## src/rtl/strided_copy.sv

```systemverilog
module strided_copy #(
  parameter int ADDR_W  = 20,
  parameter int FIELD_W = 12,
  parameter int SIZE_W  = 20
) (
  input  logic               clk,
  input  logic               rst_n,
  input  logic               start,
  input  logic [ADDR_W-1:0]  cfg_src_base,
  input  logic [ADDR_W-1:0]  cfg_dst_base,
  input  logic [FIELD_W-1:0] cfg_src_width,
  input  logic [FIELD_W-1:0] cfg_src_gap,
  input  logic [FIELD_W-1:0] cfg_dst_width,
  input  logic [FIELD_W-1:0] cfg_dst_gap,
  input  logic [SIZE_W-1:0]  cfg_size,
  output logic               rd_en,
  output logic [ADDR_W-1:0]  rd_addr,
  input  logic [127:0]       rd_data,
  output logic               wr_en,
  output logic [ADDR_W-1:0]  wr_addr,
  output logic [127:0]       wr_data,
  output logic [15:0]        wr_be,
  output logic               busy,
  output logic               done,
  output logic               reject
);
  localparam int BEAT = 16;

  logic               run_q, done_q, rej_q;
  logic [ADDR_W-1:0]  sp_q, dp_q;
  logic [FIELD_W-1:0] sw_q, sg_q, dw_q, dg_q, sl_q, dl_q;
  logic [SIZE_W-1:0]  left_q;

  logic last, bad, go;
  assign last = left_q <= SIZE_W'(BEAT);
  assign bad  = (cfg_src_width == '0) || (cfg_dst_width == '0) || (cfg_size == '0);
  assign go   = start && !run_q;

  always_ff @(posedge clk) begin
    if (!rst_n) begin
      run_q <= 1'b0; done_q <= 1'b0; rej_q <= 1'b0;
      sp_q <= '0; dp_q <= '0; left_q <= '0;
      sw_q <= '0; sg_q <= '0; dw_q <= '0; dg_q <= '0; sl_q <= '0; dl_q <= '0;
    end else begin
      done_q <= run_q && last;
      rej_q  <= go && bad;
      if (go && !bad) begin
        run_q  <= 1'b1;
        sp_q   <= cfg_src_base;  dp_q <= cfg_dst_base;
        sw_q   <= cfg_src_width; sg_q <= cfg_src_gap;
        dw_q   <= cfg_dst_width; dg_q <= cfg_dst_gap;
        sl_q   <= cfg_src_width; dl_q <= cfg_dst_width;
        left_q <= cfg_size;
      end else if (run_q) begin
        if (last) begin
          run_q  <= 1'b0;
          left_q <= '0;
        end else begin
          left_q <= left_q - SIZE_W'(BEAT);
        end
        if (sl_q == FIELD_W'(1)) begin
          sl_q <= sw_q;
          sp_q <= sp_q + ADDR_W'(sg_q) + ADDR_W'(1);
        end else begin
          sl_q <= sl_q - FIELD_W'(1);
          sp_q <= sp_q + ADDR_W'(1);
        end
        if (dl_q == FIELD_W'(1)) begin
          dl_q <= dw_q;
          dp_q <= dp_q + ADDR_W'(dg_q) + ADDR_W'(1);
        end else begin
          dl_q <= dl_q - FIELD_W'(1);
          dp_q <= dp_q + ADDR_W'(1);
        end
      end
    end
  end

  assign rd_en   = run_q;
  assign wr_en   = run_q;
  assign rd_addr = sp_q;
  assign wr_addr = dp_q;
  assign wr_data = rd_data;
  assign wr_be   = (last && left_q[3:0] != 4'd0) ? 16'((17'd1 << left_q[3:0]) - 17'd1) : 16'hFFFF;
  assign busy    = run_q;
  assign done    = done_q;
  assign reject  = rej_q;
endmodule


```

## config.mk

```make
export PLATFORM = sky130hd
export DESIGN_NAME = strided_copy
export DESIGN_NICKNAME = d
export VERILOG_FILES = /design/src/rtl/strided_copy.sv
export SDC_FILE = /design/constraint.sdc
export NUM_CORES = 1
export LEC_CHECK = 0
export CORE_MARGIN = 8
export CORE_UTILIZATION = 35
export DETAILED_ROUTE_END_ITERATION = 8
export PLACE_DENSITY = 0.71
export SLEW_MARGIN = 20
export SYNTH_ARGS = -nofsm -noshare
export SYNTH_HDL_FRONTEND = slang
export SYNTH_SLANG_ARGS = --single-unit
```

## constraint.sdc

```tcl
create_clock -name clk -period 2.22 [get_ports clk]
set_input_delay 0.444 -clock clk [delete_from_list [all_inputs] [get_ports clk]]
set_output_delay 0.444 -clock clk [all_outputs]
set_load 0.02 [all_outputs]
```

==> key figures <==
STA
  – Fin. max-slew vios: 0
  – F_max: 376 MHz
  – WHS: 0.431 ns
  – Worst setup margin: -0.438 ns
  – Slew headroom: 65.0%
  – RSZ-0062 raised after global routing: yes
  – Post-layout minimum cycle time: 2.66 ns
  – Final worst-path cycle share: 120%
  – Finish-stage setup viols: 33
  – Worst-margin pin slew: 0.524 ns
  – Max Clock Skew: 0.00881 ns
  – Final hold violations: 0

Logic synthesis
  – Synthesized area: 0.00976 mm2
  – Post-synth EDFFs: 0
  – Flops & latches, synth: 135
  – Synth cell types: 81
  – Sequential area share after synthesis: 27.7%
  – Post-synth top flop: dfxtp_1
  – Avg Cell Area, Syn: 7.65 um2
  – Cells after Synth: 1276
  – Asr flop ratio synth: 0%
  – Synth Warn #: 0
  – Synth Net Count: 1550

Final layout
  – Fillers: 2545
  – Fin nets: 1791
  – Share of cells above drive strength 1: 28.5%
  – Final instance area: 0.0142 mm2
  – N_diodes: 0
  – Syn-to-layout area delta: 45.4%

Floorplanning
  – Row count: 61
  – Top Ports: 428
  – Die Width: 183 um
  – DIE AREA: 0.0335 mm2
  – Die height: 183 um
  – Core Area: 0.0276 mm2
  – Starting density of the core: 35.3%

Power and ir drop
  – Max VDD drop: 540 uV
  – Flop pwr share: 31.6%
  – Pwr dens: 638 mW/mm2
  – Power Total: 9.05 mW
  – P_leak: 5.70 nW
  – Sw frac: 32.3%
  – Combinational share of power: 34.1%
  – Clock Power Share: 34.3%
  – Pint: 6.13 mW
  – Net switching power: 2.92 mW

CTS
  – Sink Count: 135
  – Clk root buf: clkbuf_16
  – Worst-case clock buffer depth: 2
  – Htree depth: 4
  – Worst-skew pair later-pin latency: 0.43 ns
  – Clock Pin Slew Worst Setup and Hold Paths: 0.06 ns
  – CTS Buf Count: 17
  – TritonCTS clock tree: done

Worst setup path
  – Worst setup path class: reg2out
  – Worst Setup Start Kind: flip-flop
  – Arrival time worst endpoint: 2.21 ns
  – CP required: 1.78 ns
  – Crit path max fanout: 2
  – Worst setup EP type: output pin

Detailed routing
  – Drt wl/cell: 18.4 um
  – Residual DRC: 0
  – Starting DRT DRC Count: 724
  – Drt pass-1 iters: 8
  – Via count: 10300
  – DRT antenna net count: 0
  – Drt total wl: 35000 um
  – Vias per cell: 5.42

Global route
  – Largest net degree at the start of global routing: 61
  – Tot GR Track Use: 19.6%
  – Initial antenna violation count: 1
  – Vias in the first global route: 10100
  – First-pass GRT wire length: 53200 um
  – Grt total ovfl: 0

Outcome
  – Failing checks: setup timing
  – Run status: finished with violations

Place
  – RD Place Congestion: 0.867
  – Port Buffers: 170
  – Placed Instance Area: 0.0126 mm2
  – Placed wire-length estimate: 25200 um

Flow run
  – Max-cap check violation count: 0

Worst hold path
  – Hold Crit Class: in2reg
-- metal layers --
metal	GRT usage (%)	share of wire [%]	up-vias
li1	-	-	4968
met3	4.29	5.9	105
met1	22.5	41	4905
met2	35.0	49	359
met4	7.97	3.1	2
met5	0	0.037	-
-- placed cells by master, fill, tap and decap left out, types with 12 or more instances in the layout --
cell type and instances:
a211oi_1 19, a21oi_1 108, a31oi_1 12, buf_4 218, buf_6 34, clkbuf_16 20, clkdlybuf4s50_1 139, dfxtp_1 120
dfxtp_2 12, dlymetal6s2s_1 14, ha_1 28, inv_1 24, mux2i_1 31, nand2_1 171, nand3_1 45, nor2_1 69
nor3_1 27, o21a_1 12, o21ai_0 41, o21ai_1 26, xnor2_1 22, xor2_1 16
-- path summary, 6_finish.rpt --
path                               start                       end  slack [ns]  cells after the start
setup / recovery  left_q[6]$_SDFFE_PN0P_                  wr_be[3]       -0.44                      6
hold reg to reg     dw_q[8]$_SDFFE_PN0P_      dw_q[8]$_SDFFE_PN0P_        0.46                      2
hold / removal               cfg_size[3]    left_q[3]$_SDFFE_PN0P_        0.43                      4
setup reg to reg    sl_q[1]$_SDFFE_PN0P_  rd_addr[13]$_SDFFE_PN0P_       -0.20                      8
-- registers in the layout (all words and copies together) (netlist names) --
signal	count
left_q	20
rd_addr	20
wr_addr	20
dg_q	12
dl_q	12
dw_q	12
sg_q	12
sl_q	12
sw_q	12
busy	1
done	1
reject	1
-- through the flow --
| stage | setup TNS [ns] | util [%] | instances | setup slack (ns) |
|---|---|---|---|---|
| after floorplan | -1.17 | - | 1276 | -0.150 |
| after global placement | -106.11 | 45.5 | 1842 | -0.877 |
| after detailed placement | -106.24 | 45.5 | 1842 | -0.891 |
| after CTS | -6.60 | 49.2 | 1889 | -0.451 |
| after global routing | -9.27 | 51.4 | 1907 | -0.507 |
| final | -6.53 | 51.4 | 1907 | -0.438 |
-- cell type report --
type / count / area, um2 / share of cell area (%)
Timing Repair Buffer: 424 / 3910 / 27.5
Inverter: 32 / 123 / 0.863
Clock buffer: 20 / 458 / 3.22
Tap cell: 378 / 473 / 3.33
Clock inverter: 11 / 173 / 1.22
Sequential cell: 135 / 2730 / 19.2
Multi-Input combinational cell: 907 / 6340 / 44.7
-- kinds of logic after synthesis --
kind of cell,share of synthesized area [%]
flops,27.7
buf+inv,14.4
other cells,0.0384
simple gates,21.5
compound gates,22.7
xor+xnor,3.41
fa+ha+maj,4.64
mux,5.66
-- Yosys cell counts (7+ instances only) --
cell type / number / area share (%)
a311oi_1: 12 / 1.1
clkbuf_1: 60 / 2.3
or4_1: 14 / 1.1
nor3_1: 28 / 1.4
xor2_1: 16 / 1.4
o21ai_0: 48 / 2.5
a211oi_1: 23 / 1.8
or3_1: 15 / 0.96
ha_1: 33 / 4.2
a31oi_1: 12 / 0.77
o31ai_1: 9 / 0.69
a21o_1: 7 / 0.54
nor4_1: 23 / 1.5
mux2_2: 8 / 0.92
mux2i_1: 32 / 3.3
mux2_1: 10 / 1.2
o21ai_1: 23 / 1.2
nand3_1: 50 / 2.6
xnor2_1: 22 / 2.0
o211ai_1: 11 / 0.85
nand4_1: 9 / 0.58
nand2b_1: 8 / 0.51
dfxtp_1: 135 / 28
nand2_1: 176 / 6.8
buf_4: 131 / 10
o22ai_1: 9 / 0.58
nor2_1: 74 / 2.8
a21oi_1: 113 / 5.8
o21a_1: 12 / 0.92
nor2b_1: 7 / 0.45
o2111ai_1: 13 / 1.2
and3_1: 9 / 0.58
inv_1: 29 / 1.1
-- power groups by stage --
stage	logic, mW	registers, mW	clock network (mW)
floorplan	1.70	2.99	0
global placement	2.75	2.88	0
detailed placement	2.79	2.89	0
CTS	2.91	2.85	3.12
global route	3.33	2.89	3.24
finish	3.08	2.86	3.11
-- timing repair --
item                       CTS  global route
hold buffers                 0             0
pin swaps                   47            65
gates cloned                 1             2
setup endpoints to repair  148           123
buffers inserted            15            19
resized for setup          147           104
-- critical path: stages (launching register included) --
cell and delay, ns:
dfxtp_1 0.31, or4_4 0.55, nor4_4 0.25, and2_4 0.19, inv_2 0.03, or3_4 0.32, buf_6 0.14
Power figures use the tool's default switching activity.
